**src/rtl/csx_pkg.sv**
```systemverilog
package csx_pkg;
  typedef enum logic [2:0] {
    ST_IDLE  = 3'd0,
    ST_SETUP = 3'd1,
    ST_STRB1 = 3'd2,
    ST_STRB2 = 3'd3,
    ST_HOLD  = 3'd4
  } csx_state_e;
endpackage

```
**src/rtl/csx_fsm.sv**
```systemverilog
module csx_fsm
  import csx_pkg::*;
(
  input  logic       clk,
  input  logic       rst_n,
  input  logic       start,
  input  logic       ext_sel,
  output csx_state_e state,
  output logic       done
);
  csx_state_e nxt;
  logic       ext_q;

  always_ff @(posedge clk) begin
    if (!rst_n) begin
      state <= ST_IDLE;
      ext_q <= 1'b0;
    end else begin
      state <= nxt;
      if (start) ext_q <= ext_sel;
    end
  end

  always_comb begin
    nxt = state;
    unique case (state)
      ST_IDLE:  if (start) nxt = ext_sel ? ST_SETUP : ST_STRB1;
      ST_SETUP: nxt = ST_STRB1;
      ST_STRB1: nxt = ST_STRB2;
      ST_STRB2: nxt = ext_q ? ST_HOLD : ST_IDLE;
      ST_HOLD:  nxt = ST_IDLE;
      default:  nxt = ST_IDLE;
    endcase
  end

  // last cycle of the access
  assign done = (state == ST_HOLD) || (state == ST_STRB2 && !ext_q);
endmodule

```
**src/rtl/csx_req_reg.sv**
```systemverilog
module csx_req_reg #(
  parameter int AW  = 20,
  parameter int DW  = 16,
  parameter int SPW = 2
) (
  input  logic           clk,
  input  logic           rst_n,
  input  logic           load,
  input  logic           in_write,
  input  logic [SPW-1:0] in_space,
  input  logic [AW-1:0]  in_addr,
  input  logic [DW-1:0]  in_wdata,
  input  logic [1:0]     in_be,
  output logic           wr_q,
  output logic [SPW-1:0] space_q,
  output logic [AW-1:0]  addr_q,
  output logic [DW-1:0]  wdata_q,
  output logic [1:0]     be_q
);
  always_ff @(posedge clk) begin
    if (!rst_n) begin
      wr_q    <= 1'b0;
      space_q <= '0;
      addr_q  <= '0;
      wdata_q <= '0;
      be_q    <= '0;
    end else if (load) begin
      wr_q    <= in_write;
      space_q <= in_space;
      addr_q  <= in_addr;
      wdata_q <= in_wdata;
      be_q    <= in_be;
    end
  end
endmodule

```
**src/rtl/csx_pin_drv.sv**
```systemverilog
module csx_pin_drv
  import csx_pkg::*;
#(
  parameter int NSPACE = 4,
  parameter int AW     = 20,
  parameter int DW     = 16,
  parameter int SPW    = 2
) (
  input  logic              clk,
  input  logic              rst_n,
  input  csx_state_e        state,
  input  logic              wr_q,
  input  logic [SPW-1:0]    space_q,
  input  logic [AW-1:0]     addr_q,
  input  logic [DW-1:0]     wdata_q,
  input  logic [1:0]        be_q,
  input  logic [DW-1:0]     bus_din,
  output logic [NSPACE-1:0] bus_cs_n,
  output logic              bus_rd_n,
  output logic              bus_wrh_n,
  output logic              bus_wrl_n,
  output logic [AW-1:0]     bus_addr,
  output logic [DW-1:0]     bus_dout,
  output logic              bus_doe,
  output logic [DW-1:0]     rsp_rdata
);
  logic          busy, strobe;
  logic [DW-1:0] rdata_q;

  assign busy   = (state != ST_IDLE);
  assign strobe = (state == ST_STRB1) || (state == ST_STRB2);

  for (genvar i = 0; i < NSPACE; i++) begin : g_cs
    assign bus_cs_n[i] = !(busy && (space_q == SPW'(i)));
  end

  assign bus_rd_n  = !(strobe && !wr_q);
  assign bus_wrh_n = !(strobe && wr_q && be_q[1]);
  assign bus_wrl_n = !(strobe && wr_q && be_q[0]);
  assign bus_addr  = addr_q;
  assign bus_dout  = wdata_q;
  assign bus_doe   = busy && wr_q;

  always_ff @(posedge clk) begin
    if (!rst_n)                           rdata_q <= '0;
    else if (state == ST_STRB2 && !wr_q)  rdata_q <= bus_din;
  end

  // in the second strobe cycle the sample is the live bus; afterwards the capture
  assign rsp_rdata = (state == ST_STRB2) ? bus_din : rdata_q;
endmodule

```
**src/rtl/csx_bus_seq.sv**
```systemverilog
module csx_bus_seq
  import csx_pkg::*;
#(
  parameter int NSPACE = 4,
  parameter int AW     = 20,
  parameter int DW     = 16,
  localparam int SPW   = (NSPACE > 1) ? $clog2(NSPACE) : 1
) (
  input  logic              clk,
  input  logic              rst_n,
  input  logic [NSPACE-1:0] ext_en,
  input  logic              req_valid,
  output logic              req_ready,
  input  logic              req_write,
  input  logic [SPW-1:0]    req_space,
  input  logic [AW-1:0]     req_addr,
  input  logic [DW-1:0]     req_wdata,
  input  logic [1:0]        req_be,
  output logic              rsp_valid,
  output logic [DW-1:0]     rsp_rdata,
  output logic [NSPACE-1:0] bus_cs_n,
  output logic              bus_rd_n,
  output logic              bus_wrh_n,
  output logic              bus_wrl_n,
  output logic [AW-1:0]     bus_addr,
  output logic [DW-1:0]     bus_dout,
  output logic              bus_doe,
  input  logic [DW-1:0]     bus_din
);
  csx_state_e     state;
  logic           start, ext_sel;
  logic           wr_q;
  logic [SPW-1:0] space_q;
  logic [AW-1:0]  addr_q;
  logic [DW-1:0]  wdata_q;
  logic [1:0]     be_q;

  assign req_ready = (state == ST_IDLE);
  assign start     = req_valid && req_ready;
  assign ext_sel   = ext_en[req_space];

  csx_fsm u_fsm (
    .clk(clk), .rst_n(rst_n), .start(start), .ext_sel(ext_sel),
    .state(state), .done(rsp_valid)
  );

  csx_req_reg #(.AW(AW), .DW(DW), .SPW(SPW)) u_req (
    .clk(clk), .rst_n(rst_n), .load(start),
    .in_write(req_write), .in_space(req_space), .in_addr(req_addr),
    .in_wdata(req_wdata), .in_be(req_be),
    .wr_q(wr_q), .space_q(space_q), .addr_q(addr_q),
    .wdata_q(wdata_q), .be_q(be_q)
  );

  csx_pin_drv #(.NSPACE(NSPACE), .AW(AW), .DW(DW), .SPW(SPW)) u_pins (
    .clk(clk), .rst_n(rst_n), .state(state), .wr_q(wr_q),
    .space_q(space_q), .addr_q(addr_q), .wdata_q(wdata_q), .be_q(be_q),
    .bus_din(bus_din), .bus_cs_n(bus_cs_n), .bus_rd_n(bus_rd_n),
    .bus_wrh_n(bus_wrh_n), .bus_wrl_n(bus_wrl_n), .bus_addr(bus_addr),
    .bus_dout(bus_dout), .bus_doe(bus_doe), .rsp_rdata(rsp_rdata)
  );
endmodule

```
**config.mk**
```make
export PLATFORM = sky130hd
export DESIGN_NAME = csx_bus_seq
export DESIGN_NICKNAME = d
export VERILOG_FILES = /design/src/rtl/csx_pkg.sv /design/src/rtl/csx_fsm.sv /design/src/rtl/csx_req_reg.sv /design/src/rtl/csx_pin_drv.sv /design/src/rtl/csx_bus_seq.sv
export SDC_FILE = /design/constraint.sdc
export NUM_CORES = 1
export LEC_CHECK = 0
export BUFFER_PORTS_ARGS = -buffer_cell sky130_fd_sc_hd__buf_2
export CAP_MARGIN = 20
export CORE_MARGIN = 1.5
export CORE_UTILIZATION = 30
export CTS_CLUSTER_SIZE = 8
export DETAILED_ROUTE_END_ITERATION = 8
export HOLD_SLACK_MARGIN = 0.06
export PLACE_DENSITY = 0.58
export SLEW_MARGIN = 10
export SYNTH_ARGS = -nofsm -noshare
export SYNTH_HDL_FRONTEND = slang
export SYNTH_SLANG_ARGS = --single-unit
```
**constraint.sdc**
```tcl
create_clock -name clk -period 2.4 [get_ports clk]
set_clock_uncertainty 0.15 [all_clocks]
set_input_delay 0.36 -clock clk [delete_from_list [all_inputs] [get_ports clk]]
set_output_delay 0.36 -clock clk [all_outputs]
set_load 0.01 [all_outputs]
```
==> results of run 1 <==
through the flow:
step / total power (µW) / instances / instance area, µm²
finish: 2422 / 531 / 3497
global route: 2560 / 531 / 3497
CTS: 2475 / 531 / 3495
detailed placement: 1566 / 515 / 3302
global placement: 1558 / 515 / 3302
floorplan: 1399 / 302 / 2630
routing by layer:
metal	global-route usage [%]	vias up
li1	-	1227
met1	17.68	1057
met2	22.86	89
met3	4.480	11
met4	4.682	0
met5	0	-
cells by family after synthesis:
logic type      after synthesis
compound gates               61
buf+inv                      25
flops                        61
mux                          17
simple gates                138
cells in the mapped netlist, types with 2 or more instances:
cell and count:
a21boi_0 9, a21boi_1 48, buf_2 6, buf_4 3
buf_6 6, clkbuf_1 7, clkbuf_2 2, dfxtp_1 61
mux2_2 16, nand2_1 120, nor2_1 3, o21ai_0 3
or3b_2 2
power groups by stage:
stage	Sequential, µW	Combinational, µW	Clock (µW)
floorplan	1150	245	0
global placement	1140	417	0
detailed placement	1140	423	0
CTS	1120	424	930
global route	1130	462	967
finish	1120	414	887
path summary, 6_finish.rpt:
check	slack, ps	startpoint	cells after the start	to
worst min register to register	300	u_req.addr_q[9]	2	u_req.addr_q[9]
worst max register to register	640	u_fsm.state[2]	4	u_pins.rdata_q[2]
worst max-delay path	190	u_fsm.state[0]	4	rsp_rdata[11]
worst min-delay path	110	req_addr[13]	3	u_req.addr_q[13]
area by class of cell:
| cell class | instances | area [µm²] |
|---|---|---|
| flip-flops and latches | 61 | 1222 |
| inverters | 1 | 3.754 |
| clock inverters | 5 | 50.05 |
| fillers | 897 | 4843 |
| well taps | 105 | 131.4 |
| multi-input cells | 216 | 1257 |
| repair buffers | 132 | 690.7 |
| clock buffers | 11 | 141.4 |
flip-flops by register name, indices dropped and copies added, names as in the netlist:
name / cells
u_fsm.state: 3
u_req.wdata_q: 16
u_req.be_q: 2
u_fsm.ext_q: 1
u_pins.rdata_q: 16
u_req.space_q: 2
u_req.addr_q: 20
u_req.wr_q: 1
worst max-delay path, cell delays in order, from the launching register on:
cell     delay, ps
dfxtp_1        480
nand2_1        100
or2_4          340
mux2_2         300
buf_2          140
timing repair:
item | CTS | global route
setup endpoints to repair | 17 | 17
gates resized for setup | 2 | 1
buffers inserted | 0 | 0
gates cloned | 0 | 0
==> impl.org, run 1 <==
** Route
- Final antenna-violating net count :: 0
- After detailed routing, the number of remaining DRC violations is 0.
- Dividing the detail-routed wire length by the instance count gives 12.20 µm.
- The highest layer touched by signal routing is met4.
- After detailed routing, the met3 layer carries 472 µm of wire.
- Number of violations reported at the end of detailed-routing iteration 0 :: 39
- The routed layout has around 2,400 vias.
- Number of detailed-routing iterations run before antenna repair :: 4
- Total length of routed wires :: 6479 µm
- Wire segments on met2 add up to 2885 µm in the final route.
- In the routed layout, each cell is associated on average with a via count of 4.490.
- Met1 Wirelength :: 3030 µm

** Worst setup path
- Critical path startpoint category :: flip-flop
- STA classifies the critical path endpoint as a primary output.
- By startpoint and endpoint, the worst setup path is classified as reg -> out.
- Along the worst path, the maximum fanout reaches 18.
- For the worst setup path, the data arrival time is 1700 ps.
- At the worst endpoint, the required time is around 1900 ps.

** Synth
- Yosys printed 0 warnings.
- Yosys attributes the largest share of cell area to dfxtp_1, nand2_1, a21boi_1, mux2_2, a21boi_0.
- Syn Inst Count :: 302
- A synthesized cell averages 8.709 µm².
- Cell taking the most area after synthesis :: dfxtp_1
- Proportion of synthesized flip-flops having asynchronous set or reset :: 0%
- EDFF count, synth :: 0
- Share of the synthesized netlist area taken by xor and xnor gates :: 0%
- The portion of synthesized area spent on multiplexers is 7.707%.
- The most used flip-flop cell after synthesis is dfxtp_1.
- The synthesized design contains 61 register bits.
- Post-synthesis instance area :: 2630 µm²
- Simple-gate area share of the yosys netlist :: 22.74%
- After synthesis, the largest family of logic cells by area is simple AND/OR/NAND/NOR gates.
- Counting every net in the synthesized netlist gives 366.
- Synthesis instantiated 29 different standard cells from the library.
- The synthesized netlist devotes 17.03% of its cell area to compound gates.
- Of the total synthesized cell area, the portion taken by full adders, half adders and majority gates is 0%.
- Portion of the post-synthesis area used by sequential elements :: 46.43%
- In this run the biggest area consumer among cell types represents between 40 and 50% of the synthesized area.

** Power
- Net switching is 26.78% of the power.
- Static power due to leakage :: 0.001620 µW
- VDD sags by at most approximately 0.31 mV.
- Per report_power, the combinational group accounts for 17.1% of the total.
- Per report_power, the sequential group accounts for 46.3% of the total.
- For this design the total switching power over the nets is about 650 µW.
- P_int :: 1774 µW
- Power per unit of standard cell area :: 692.7 nW/µm²
- Clock network fraction of design power :: 36.6%

** STA
- Setup repair after global routing missed its margin :: false
- Worst slew margin relative to its limit :: between 50% and 60%
- Number of endpoints with negative hold slack in the final report :: 0
- Across all setup checks in the final design, the least slack found is 191.7 ps.
- For the pin with the worst max-slew slack, the measured transition is 723.7 ps.
- Highest attainable clock frequency :: approximately 0.45 GHz
- Final number of max-transition violations :: 0
- The smallest clock period supported by the final layout is computed as 2208 ps.
- Final setup TNS :: 0 ps
- Final worst hold slack :: 107.8 ps
- Tcrit/Tclk final :: 92.01%
- Setup violations remaining at the end of the flow were counted as 0.

** Floorplanning
- Die W :: 96.63 µm
- The floorplan has 33 rows.
- The floorplan step set the die height to 96.63 µm.
- The floorplan step defined a die boundary enclosing 9337 µm².
- Core Area :: 8341 µm²
- For this design the top-level I/O count stands at 126.
- For this configuration, the core starts out at a cell density of 31.53%.

** Placement
- OpenSTA, run right after detailed placement, puts the worst setup slack at 231.9 ps.
- In this run the tool buffered the top-level ports with 125 buffer cells.
- Summed over all nets, the half-perimeter wirelength after detailed placement is 4657 µm.
- Routability-driven placement finished with a final weighted congestion of 0.7089.

** Layout
- In the layout the commonest cells are buf_2, nand2_1, dfxtp_1.
- Antenna Cells :: 0
- The area growth from synthesis to layout is 32.97%.
- Leaving out fill and tap cells, the most frequent cell in the layout is buf_2.
- Util after Layout :: 41.93%
- Total Nets Final :: 485
- Ratio of cells with drive above 1 in the final layout :: 39.91%

** Clock network
- CTS H-tree depth :: 3
- The root buffer cell chosen for the clock tree is clkbuf_8.
- After clock tree synthesis, the clock-pin slew on the worst setup and hold paths is 70 ps.
- Inserted Clock Buffers :: 9
- Buffers inserted to repair hold after CTS numbered 0.
- The longest clock path from root to sink contains 2 buffers.
- Number of sinks driven by the clock tree :: 61
- CTS tree :: done
- Clock Latency Late Sink :: 330 ps

** Run
- Across the run, the number of max-cap violations was 0.

** Global routing
- The via count of the first global-routing pass is 2,206.
- The initial antenna violation count was 0.
- First-pass GRT wire length :: 10,740 µm
- Entering global routing, the biggest net connects 42 pins.
- Summed over all layers, the global routing overflow is 0.
- For this run, the total global-route usage over all layers was measured as 14.09%.

** Status
- Result of the run :: finished clean

** Worst hold path
- The path class of the tightest hold or removal check is in -> reg.
Power figures use the tool's default switching activity.
==> run 2: changes to the inputs <==
Settings changed: CORE_UTILIZATION 30 to 46, PLACE_DENSITY 0.58 to 0.82.
Clock period 2.4 ns to 2.52 ns, I/O delays scaled along.
==> impl.org, run 2 (same netlist as run 1, synthesis figures left out) <==
** Status
- The flow ran to the end, and the final reports show no timing, DRC or antenna violations.

** Layout
- Regs by FF count :: u_req.addr_q: 20 flops, u_pins.rdata_q: 16 flops, u_req.wdata_q: 16 flops
- The library cell used most frequently in the layout, excluding fill and tap cells, is buf_2.
- The repair_antennas step left the layout with diodes totalling 0.
- For this run, the post-layout net count is 486.
- Ratio of cells with drive above 1 in the final layout :: 39.44%
- In the layout the commonest cells are buf_2, nand2_1, dfxtp_1.
- The register with the most flip-flops in the layout has 20 of them.
- From synthesis to final layout, the design area changed by 30.54%.
- Register containing the most flip-flops in the final layout :: u_req.addr_q

** Clock network
- Number of buffers added for setup after CTS :: 0
- CTS H-tree depth :: 3
- For the worst-skew pair, the clock arrives at the later sink with an insertion delay of roughly 320 ps.
- CTS clock-pin slew for the worst setup and hold paths :: 60 ps
- The tree is rooted in a clkbuf_8.
- Hold buffer count at cts :: 0
- Number of sinks driven by the clock tree :: 61
- Clock tree synthesis inserted a total of 9 buffers.
- Largest buffer count on any clock path :: 2
- CTS tree :: done

** STA
- Final count of negative-setup-slack endpoints :: 0
- Headroom to the max-slew limit came out at a little under three fifths.
- Counting I/O delays and the setup requirement, the final critical path takes 2399 ps.
- Tcrit/Tclk final :: between 90% and 100%
- Setup repair after global routing missed its margin :: false
- Least-Margin Pin Slew :: 667.2 ps
- After layout, the worst setup slack is 121.0 ps.
- Highest attainable clock frequency :: 0.4168 GHz
- The number of failing hold endpoints at the final stage was 0.
- Adding up every negative setup slack in the final design gives 0 ps.
- The count of pins over their slew limit is 0.

** Floorplanning
- The floorplan step set the die width to 78.62 µm.
- Rows :: 27
- Initial Utilization :: 47.76%
- The die covers slightly above 6000 µm².
- Core Area :: 5507 µm²
- In this run the count of I/O pins placed on the die edge is between 100 and 150.
- From bottom edge to top edge, the die measures roughly 79 µm.

** Placement
- At the placement stage, the worst setup path has a slack of 352.9 ps.
- Port Buffers :: 125
- Once detailed placement completed, the half-perimeter wirelength came to 4262 µm.
- At the end of routability-driven placement, the weighted congestion stood at 0.7229.

** Worst setup path
- CP max-delay cell :: dfxtp_1
- For the worst setup path, the data arrival time is 1870 ps.
- STA classifies the critical path startpoint as a flip-flop.
- The worst setup path is of the reg -> out kind.
- Critical Path Fanout Max :: 18
- Series of cell instances along the critical path :: nand2_1 > or2_2 > mux2_2 > buf_2
- Together, buffers and inverters on the worst path number 1.
- Maximum cell stage delay along the critical path :: 500 ps
- Worst Path Required :: between 1500 and 2000 ps
- The worst setup path is captured at a primary output.
- Grouping stages by cell kind, the critical path spends the most delay in simple AND/OR/NAND/NOR gates.

** Global routing
- First-pass GRT wire length :: 9411 µm
- GRT Util Overall :: 19.17%
- Antenna violations before repair :: 0
- The via count of the first global-routing pass came to 2,163.
- Overflow after GRT :: 0
- Largest net degree at the start of global routing :: 33

** Worst hold path
- The worst hold path belongs to the class in -> reg.

** Route
- Number of violations reported at the end of detailed-routing iteration 0 :: 62
- After detailed routing, the number of remaining DRC violations is 0.
- Vias after detailed routing :: 2,421
- Total length of routed wires :: 5908 µm
- Once detail routing completed, the nets flagged for antenna violations numbered 0.
- Dividing the detail-routed via count by the number of cells gives 4.861.
- Before antenna repair, the detailed router went through 4 iterations.
- Final routed wire length divided by cell count :: 11.86 µm

** Run
- Max-cap violation count :: 0

** Power
- VDD sags by at most 0.4299 mV.
- Power per unit of standard cell area :: 648.3 nW/µm²
- Static power due to leakage :: about 0.0016 µW
[run 2: changes by cell type in the layout (fill, tap and decap cells not counted), sizes merged]
cell,delta
bufinv,-1
clkbuf,+3
buf,+1
clkinv,-3
[run 2: cell type report]
type	instances	area (µm²)
multi-input cells	216	1255
clock buffers	14	172.7
repair buffers	133	685.7
inverters	1	3.754
flip-flops and latches	61	1221
well taps	72	90.09
fillers	486	2073
clock inverters	1	5.005
[run 2: worst paths after layout]
check,cells past startpoint,slack (ps),end,from
hold / removal,3,130,u_req.addr_q[10],req_addr[10]
setup / recovery,4,120,rsp_rdata[6],u_fsm.state[1]
setup reg to reg,4,820,u_pins.rdata_q[12],u_fsm.state[2]
hold reg to reg,2,300,u_req.wdata_q[4],u_req.wdata_q[4]
[run 2: worst reg2reg max path: stages, from the launching register on]
cell and delay (ps):
dfxtp_1 310, buf_4 160, nand4bb_1 630, nand2_1 230, a21boi_0 100
[run 2: where the power goes]
group / internal [µW] / switching [µW]
sequential: 1030 / 40.4
combinational: 181 / 206
clock: 431 / 338
total: 1640 / 584
[run 2: per-layer routing]
| metal | track usage [%] | up-vias | share of wire [%] |
|---|---|---|---|
| met3 | 5.000 | 7 | 8.4 |
| li1 | - | 1232 | - |
| met5 | 0 | - | 0 |
| met2 | 32.16 | 101 | 45 |
| met4 | 6.964 | 0 | 0.96 |
| met1 | 23.58 | 1081 | 46 |
[run 2: timing repair]
| item | CTS | global route |
|---|---|---|
| gates resized for setup | 0 | 1 |
| hold endpoints to repair | 0 | 0 |
| setup endpoints to repair | 0 | 17 |
[run 2: metrics by stage]
stage / hold WS, ps / power [µW] / cell area (µm²) / instances / util (%)
global route: 125.5 / 2343 / 3433 / 498 / 62.35
CTS: 120.5 / 2256 / 3433 / 498 / 62.35
finish: 134.4 / 2226 / 3433 / 498 / 62.35
global placement: 286.4 / 1471 / 3256 / 483 / 59.12
floorplan: 274.1 / 1333 / 2630 / 302 / -
detailed placement: 291.8 / 1483 / 3256 / 483 / 59.12
